`config.mk`:
```
export PLATFORM = sky130hd
export DESIGN_NAME = status_cond_eval
export DESIGN_NICKNAME = d
export VERILOG_FILES = /design/src/rtl/sce_pkg.sv /design/src/rtl/sce_sel_bank.sv /design/src/rtl/sce_decide.sv /design/src/rtl/status_cond_eval.sv
export SDC_FILE = /design/constraint.sdc
export NUM_CORES = 1
export LEC_CHECK = 0
export ABC_AREA = 1
export CORE_ASPECT_RATIO = 0.9
export CORE_MARGIN = 2
export CORE_UTILIZATION = 46
export CTS_CLUSTER_DIAMETER = 120
export DETAILED_ROUTE_END_ITERATION = 8
export HOLD_SLACK_MARGIN = 0.12
export PLACE_DENSITY = 0.84
export SLEW_MARGIN = 0
export SYNTH_ARGS = -nofsm -noshare
export SYNTH_HDL_FRONTEND = slang
export SYNTH_SLANG_ARGS = --single-unit
```
`constraint.sdc`:
```
create_clock -name clk_i -period 2.7 [get_ports clk_i]
set_input_delay 0.405 -clock clk_i [delete_from_list [all_inputs] [get_ports clk_i]]
set_output_delay 0.405 -clock clk_i [all_outputs]
set_load 0.01 [all_outputs]
```
`src/rtl/sce_pkg.sv`:
```
package sce_pkg;
  localparam int STAT_W  = 4;
  localparam int NUM_FN  = 3;
  localparam int FN_INTR = 0;
  localparam int FN_WAIT = 1;
  localparam int FN_BR   = 2;

  typedef enum logic [1:0] {
    MODE_NEVER    = 2'd0,
    MODE_IF_TRUE  = 2'd1,
    MODE_IF_FALSE = 2'd2,
    MODE_ALWAYS   = 2'd3
  } act_mode_e;

  typedef struct packed {
    logic [STAT_W-1:0] mask;
    logic [STAT_W-1:0] value;
  } sel_t;
endpackage

```
`src/rtl/sce_sel_bank.sv`:
```
module sce_sel_bank
  import sce_pkg::*;
#(
  parameter int DATA_W   = 32,
  parameter int MASK_LSB = 16,
  parameter int VAL_LSB  = 0,
  parameter int IDX_W    = 2
) (
  input  logic              clk_i,
  input  logic              rst_ni,
  input  logic              we_i,
  input  logic [IDX_W-1:0]  idx_i,
  input  logic [DATA_W-1:0] wdata_i,
  output sel_t              sel_o [NUM_FN]
);
  for (genvar g = 0; g < NUM_FN; g++) begin : g_sel
    sel_t sel_q;
    always_ff @(posedge clk_i or negedge rst_ni) begin
      if (!rst_ni) begin
        sel_q <= '0;
      end else if (we_i && (idx_i == IDX_W'(g))) begin
        sel_q.mask  <= wdata_i[MASK_LSB +: STAT_W];
        sel_q.value <= wdata_i[VAL_LSB +: STAT_W];
      end
    end
    assign sel_o[g] = sel_q;
  end
endmodule

```
`src/rtl/sce_decide.sv`:
```
module sce_decide
  import sce_pkg::*;
(
  input  act_mode_e         mode_i,
  input  sel_t              sel_i,
  input  logic [STAT_W-1:0] stat_i,
  output logic              act_o
);
  logic hit;
  assign hit = ((stat_i ^ sel_i.value) & sel_i.mask) == '0;

  always_comb begin
    unique case (mode_i)
      MODE_NEVER:    act_o = 1'b0;
      MODE_IF_TRUE:  act_o = hit;
      MODE_IF_FALSE: act_o = ~hit;
      default:       act_o = 1'b1;
    endcase
  end
endmodule

```
`src/rtl/status_cond_eval.sv`:
```
module status_cond_eval
  import sce_pkg::*;
#(
  parameter int CMD_W    = 16,
  parameter int DATA_W   = 32,
  parameter int IDX_W    = 2,
  parameter int MASK_LSB = 16,
  parameter int VAL_LSB  = 0,
  parameter int INTR_LSB = 4,
  parameter int BR_LSB   = 2,
  parameter int WAIT_LSB = 0
) (
  input  logic              clk_i,
  input  logic              rst_ni,
  input  logic              sel_we_i,
  input  logic [IDX_W-1:0]  sel_idx_i,
  input  logic [DATA_W-1:0] sel_wdata_i,
  input  logic [STAT_W-1:0] dev_stat_i,
  input  logic [CMD_W-1:0]  cmd_i,
  input  logic              done_i,
  output logic              irq_o,
  output logic              wait_o,
  output logic              branch_o,
  output logic              retire_o
);
  localparam int MODE_W = 2;

  sel_t             sel [NUM_FN];
  logic             hold_q, irq_q, br_q, ret_q;
  logic [CMD_W-1:0] cmd_q, cmd_eff;
  logic             eval;
  act_mode_e        mode [NUM_FN];
  logic [NUM_FN-1:0] act;

  sce_sel_bank #(
    .DATA_W(DATA_W), .MASK_LSB(MASK_LSB), .VAL_LSB(VAL_LSB), .IDX_W(IDX_W)
  ) u_sel (
    .clk_i(clk_i), .rst_ni(rst_ni), .we_i(sel_we_i),
    .idx_i(sel_idx_i), .wdata_i(sel_wdata_i), .sel_o(sel)
  );

  // a held command is re-evaluated with its latched word
  assign cmd_eff = hold_q ? cmd_q : cmd_i;
  assign eval    = hold_q | done_i;

  always_comb begin
    mode[FN_INTR] = act_mode_e'(cmd_eff[INTR_LSB +: MODE_W]);
    mode[FN_WAIT] = act_mode_e'(cmd_eff[WAIT_LSB +: MODE_W]);
    mode[FN_BR]   = act_mode_e'(cmd_eff[BR_LSB   +: MODE_W]);
  end

  for (genvar g = 0; g < NUM_FN; g++) begin : g_dec
    sce_decide u_dec (
      .mode_i(mode[g]), .sel_i(sel[g]), .stat_i(dev_stat_i), .act_o(act[g])
    );
  end

  always_ff @(posedge clk_i or negedge rst_ni) begin
    if (!rst_ni) begin
      hold_q <= 1'b0;
      cmd_q  <= '0;
      irq_q  <= 1'b0;
      br_q   <= 1'b0;
      ret_q  <= 1'b0;
    end else begin
      irq_q <= 1'b0;
      ret_q <= 1'b0;
      if (eval) begin
        hold_q <= act[FN_WAIT];
        cmd_q  <= cmd_eff;
        if (!act[FN_WAIT]) begin
          irq_q <= act[FN_INTR];
          br_q  <= act[FN_BR];
          ret_q <= 1'b1;
        end
      end
    end
  end

  assign irq_o    = irq_q;
  assign wait_o   = hold_q;
  assign branch_o = br_q;
  assign retire_o = ret_q;
endmodule

```
==> results of run 1 <==
sequential cells by signal, summed over array words and instances, names as in the netlist:
signal       cells
wait_o           1
cmd_q            6
u_sel.sel_o     24
retire_o         1
irq_o            1
branch_o         1
routing by layer:
layer / routed length, µm / share of wire, %
met4: 60 / 2.0
met2: 1355 / 46
met5: 0 / 0
met3: 116 / 3.9
met1: 1433 / 48
cell type report:
| type | instances | area (µm²) | area share [%] |
|---|---|---|---|
| inverter | 25 | 93.84 | 4.720 |
| sequential | 34 | 850.8 | 42.79 |
| multi-input combinational | 141 | 628.1 | 31.59 |
| clock buffer | 6 | 82.58 | 4.154 |
| tap | 44 | 55.05 | 2.769 |
| timing repair buffer | 28 | 277.8 | 13.97 |
cell usage in the layout, fill, tap and decap left out:
| cell type | synthesis | final |
|---|---|---|
| a21oi_1 | 2 | 2 |
| buf_4 | 1 | 1 |
| clkbuf_8 | 0 | 6 |
| clkdlybuf4s50_1 | 0 | 27 |
| dfrtp_1 | 34 | 34 |
| inv_1 | 21 | 21 |
| inv_2 | 4 | 4 |
| mux2_1 | 1 | 1 |
| mux2i_1 | 1 | 1 |
| nand2_1 | 70 | 70 |
| nand3_1 | 12 | 12 |
| nand3_2 | 1 | 1 |
| nor2_1 | 16 | 16 |
| nor2_2 | 2 | 2 |
| o21ai_1 | 31 | 31 |
| o21ai_2 | 1 | 1 |
| or2_0 | 1 | 1 |
| or2_1 | 2 | 2 |
| xor2_1 | 1 | 1 |
cell families (layout without fill, tap and decap cells):
family                    count (synthesis)  count (layout)  synth area share [%]
AOI/OAI and AO/OA                        34              34                 10.90
and+or+nand+nor                         104             104                 26.59
muxes                                     2               2                 1.333
xor gates and xnor gates                  1               1                0.5491
buffers and inverters                    29              59                 7.294
DFF                                      34              34                 53.33
cell usage after synthesis:
cell type  instances  area, µm²
buf_2              3      15.01
nand3_2            1      10.01
nand2_1           70      262.8
a21oi_1            2      10.01
nor2_1            16      60.06
mux2_1             1      11.26
xor2_1             1      8.760
or2_1              2      12.51
nand3_1           12      60.06
or2_0              1      6.260
buf_4              1      7.510
o21ai_1           31      155.2
dfrtp_1           34      850.8
nor2_2             2      12.51
o21ai_2            1      8.760
inv_2              4      15.01
inv_1             21      78.83
mux2i_1            1      10.01
worst max-delay path by stage:
stage	slack, ns	start	endpoint	cells past startpoint
2_1_floorplan	1.50	wait_o	irq_o	4
3_3_place_gp	0.95	dev_stat_i[3]	irq_o	8
3_5_place_dp	0.90	dev_stat_i[3]	irq_o	8
4_1_cts	0.79	wait_o	wait_o	1
5_1_grt	0.72	wait_o	wait_o	1
6_report	0.78	wait_o	wait_o	1
power by group through the flow:
stage | Combinational (mW) | Sequential [mW] | Clock [mW]
floorplan | 0.338 | 0.717 | 0
global placement | 0.466 | 0.733 | 0
detailed placement | 0.484 | 0.740 | 0
finish | 0.482 | 0.732 | 0.357
global route | 0.562 | 0.752 | 0.391
CTS | 0.487 | 0.731 | 0.366
worst reg2reg max path: cells and delay by family, from the launching register on:
| family | cells | cell delay, ns |
|---|---|---|
| buffers and inverters | 1 | 0.14 |
| and+or+nand+nor | 4 | 0.60 |
| DFF | 1 | 0.54 |
==> results_dict.tcl, run 1 <==
set metrics [dict create \
    p_sw_share_pct 32.73 \
    max_freq_mhz 520.6 \
    post-cts-setup-buffers 0 \
    cp_cell_sequence "clkdlybuf4s50_1" \
    cp.required_ns 2.30 \
    gr-usage-met2_pct 30.01 \
    diodes 0 \
    path_max_fanout 12 \
    final_nets 293 \
    vias 1295 \
    cp_top_family "buffers and inverters" \
    min_period_ns 1.921 \
    crit_path_start_kind "register" \
    clock_power_share_pct 22.7 \
    clock_skew_ns 0.002857 \
    antenna_found_initial 0 \
    use_met3_pct 6.215 \
    place_area_mm2 0.001906 \
    cts_htree_levels 2 \
    grt_start_max_net_pins 35 \
    outcome "finished clean" \
    synth_seq_cells 34 \
    power.total_mw 1.571 \
    pwr-share-comb_pct 30.7 \
    dieArea_mm2 0.003956 \
    rr_startpoint "wait_o" \
    yosys_warnings 0 \
    insertion_delay_ns 0.28 \
    fin_hold_ws_ns 0.4805 \
    routabilityCongestion 0.7755 \
    r2r_end "branch_o" \
    area_delta_synth_final_pct 24.63 \
    drv_slew 0 \
    synth_cells 204 \
    power.leakage_nw 0.9982 \
    cts_buffer_depth 2 \
    rsz0062_at_grt "false" \
    synth_area_mm2 0.001595 \
    peakVddDrop_mv 0.3214 \
    p_int_mw 1.057 \
    arrival_ns 1.52 \
    finalHoldViolCount 0 \
    path_buf_inv 1 \
    fillers 295 \
    totalWireLength_um 2965 \
    dp_slack_ns 0.9027 \
    drc 0 \
    final_area_mm2 0.001988 \
    portBuffers 27 \
    hold_buffers 0 \
    crit_slowest_cell "clkdlybuf4s50_1" \
    synth_cell_types 18 \
    start_util_pct 47.57 \
    numCtsBuffers 5 \
    io_pins 62 \
    seq_area_frac_synth_pct 53.33 \
    clk_pin_slew_worst_paths_ns 0.06 \
    drv_cap 0 \
    hold_class "register to register" \
    fin_setup_tns_ns 0 \
    hpwlAfterDp_um 2210 \
    drive_above_1_share_pct 6.410 \
    crit_path_end_kind "output port" \
    fin_util_pct 59.29 \
    cpPeakStageDelay_ns 0.62 \
    clock-sinks 34 \
    hold_end "branch_o" \
    seq_power_share_pct 46.6 \
    r2r_cells 5 \
    p_switching_mw 0.5142 \
    rrSetupSlack_ns 1.37 \
    post-route-period-util_pct 71.14 \
    busiest_layer "met2" \
    setup_viol 0 \
    dp_cells 272 \
    maxSlewHeadroom_pct 59.77 \
    holdPathStages 2 \
    grt_pass1_vias 1227 \
    routedWlPerCell_um 10.67 \
    die_h_um 59.87 \
    rows 20 \
    ant_nets 0 \
    first_iter_violations 110 \
    synth_nets 262 \
    root_buffer "clkbuf_8" \
    grt_util_met1_pct 23.07 \
    die_w_um 66.08 \
    avgSynthCellArea_um2 7.820 \
    criticalPathCategory "register to output port" \
    core_mm2 0.003353 \
    tightest_slew_ns 0.6017 \
    grt_pass1_wl_um 5319 \
    worst_slack_ns 0.7793 \
    via_per_inst 4.658 \
    cts_resized 0 \
    drt_pre_antenna_iters 4 \
    fin_cells 278 \
    hold_start "branch_o" \
    powerDensity_mw_per_mm2 790.1 \
    grt_overflow 0 \
    cts_tree "done" \
    grtUsageTotal_pct 18.54 \
]
Note: power is estimated with default switching activity, not from simulation.
==> inputs of run 2 (changes only) <==
- CORE_UTILIZATION: 46 -> 39
- PLACE_DENSITY: 0.84 -> 0.76
- clock period: 2.7 -> 1.75 ns (I/O delays scaled with it)
==> run 2 against run 1 <==
Compared with the run above:
- die area rose by 17%
- cell area up 2.8%
- routed wire length is 1.1% higher
- setup slack worse by 0.64 ns
- sequential share of layout area decreased by 1.1 points
- power increased by 62%
- first-iteration DRC count is 27% lower
- largest power group unchanged
- highest routed layer unchanged
==> results_dict.tcl, run 2 (same netlist as run 1, synthesis figures left out) <==
set metrics [dict create \
    outcome "finished clean" \
    cts_tree "done" \
    path_max_fanout 12 \
    cts_resized 1 \
    drc 0 \
    largest_reg_flops 24 \
    hold_class "input pin to asynchronous set/reset pin" \
    crit_path_start_kind "register" \
    crit_path_end_kind "output port" \
    portBuffers 27 \
    maxSlewHeadroom_pct 65.75 \
    busiest_layer "met2" \
    peakVddDrop_mv 0.3860 \
    grt_overflow 0 \
    start_util_pct 39.97 \
    routedWlPerCell_um 10.45 \
    path_buf_inv 1 \
    drt_pre_antenna_iters 4 \
    cpPeakStageDelay_ns 0.58 \
    tightest_slew_ns 0.5125 \
    hold_buffers 0 \
    die_w_um 71.42 \
    cp_cell_sequence "clkdlybuf4s50_1" \
    powerDensity_mw_per_mm2 1248 \
    ant_nets 0 \
    drive_above_1_share_pct 8.787 \
    power.leakage_nw 1.025 \
    r2r_cells 6 \
    numCtsBuffers 5 \
    drv_cap 0 \
    crit_slowest_cell "clkdlybuf4s50_1" \
    grtUsageTotal_pct 14.00 \
    post-cts-setup-buffers 0 \
    use_met3_pct 2.799 \
    rows 22 \
    clock_skew_ns 0.001791 \
    crit_path_start "wait_o" \
    core_mm2 0.003991 \
    final_cell_mix "70 x nand2_1, 33 x dfrtp_1, 31 x o21ai_1, 27 x clkdlybuf4s50_1, 21 x inv_1" \
    criticalPathCategory "register to output port" \
    routabilityCongestion 0.7966 \
    final_nets 296 \
    area_delta_synth_final_pct 28.16 \
    insertion_delay_ns 0.27 \
    io_pins 62 \
    post-route-period-util_pct 91.99 \
    gr-usage-met2_pct 23.61 \
    cp_num_cells 1 \
    rsz0062_at_grt "false" \
    layout_commonest_cell "nand2_1" \
    clk_pin_slew_worst_paths_ns 0.06 \
    totalWireLength_um 2999 \
    grt_start_max_net_pins 35 \
    dieArea_mm2 0.004619 \
    diodes 0 \
    via_per_inst 4.631 \
    cts_htree_levels 2 \
    finalHoldViolCount 0 \
    cts_buffer_depth 2 \
    grt_util_met1_pct 17.27 \
    min_period_ns 1.610 \
    fin_setup_tns_ns 0 \
    drv_slew 0 \
    die_h_um 64.68 \
    rr_startpoint "wait_o" \
    arrival_ns 1.35 \
    first_iter_violations 80 \
    antenna_found_initial 0 \
    root_buffer "clkbuf_8" \
    grt_pass1_wl_um 5037 \
    r2r_end "branch_o" \
    cp-endpoint "wait_o" \
    cp_top_family "buffers and inverters" \
    grt_pass1_vias 1192 \
    vias 1329 \
    rrSetupSlack_ns 0.52 \
    max_freq_mhz 621.2 \
    cp.required_ns 1.49 \
    clock-sinks 34 \
    setup_viol 0 \
    worst_slack_ns 0.1401 \
    dp_slack_ns 0.06793 \
    hpwlAfterDp_um 2212 \
]
-- run 2: changes by cell type in the layout (fill, tap and decap cells not counted), sizes merged --
| cell | previous run | this run |
|---|---|---|
| buf | 1 | 4 |
| clkbuf | 6 | 8 |
-- run 2: metrics by stage --
stage | util (%) | instance area (µm²) | std cells | hold slack, ns | total power, mW
6_report | 51.22 | 2044 | 287 | 0.3906 | 2.551
5_1_grt | 51.22 | 2044 | 287 | 0.4218 | 2.750
4_1_cts | 51.22 | 2044 | 287 | 0.4108 | 2.579
3_5_place_dp | 48.43 | 1933 | 279 | 0.4755 | 1.905
3_3_place_gp | 48.43 | 1933 | 279 | 0.4653 | 1.862
2_1_floorplan | - | 1595 | 204 | -0.03309 | 1.627
-- run 2: worst min path at each step --
stage                         from        endpoint  slack (ns)  cells past startpoint
after global placement    cmd_q[5]        cmd_q[5]        0.47                      2
final                       rst_ni        retire_o        0.39                      2
after detailed placement  branch_o        branch_o        0.48                      2
after floorplan             rst_ni        branch_o       -0.03                      0
after CTS                   rst_ni        retire_o        0.41                      2
after global routing        rst_ni  u_sel.sel_o[5]        0.42                      2
-- run 2: layout make-up --
class / count / area (µm²)
Clock buffer: 8 / 110.1
Fill cell: 376 / 1947
Inverter: 25 / 93.84
Multi-Input combinational cell: 141 / 628.1
Sequential cell: 34 / 852.1
Tap cell: 48 / 60.06
Timing Repair Buffer: 31 / 300.3
-- run 2: layer usage --
| metal | up-vias | part of all wire (%) |
|---|---|---|
| li1 | 705 | - |
| met1 | 592 | 48 |
| met2 | 28 | 47 |
| met3 | 4 | 3.4 |
| met4 | 0 | 1.8 |
| met5 | - | 0 |
-- run 2: power by group --
group | internal, mW | total (mW) | switching [mW]
clock network | 0.397 | 0.657 | 0.260
logic | 0.351 | 0.767 | 0.416
registers | 0.990 | 1.13 | 0.137
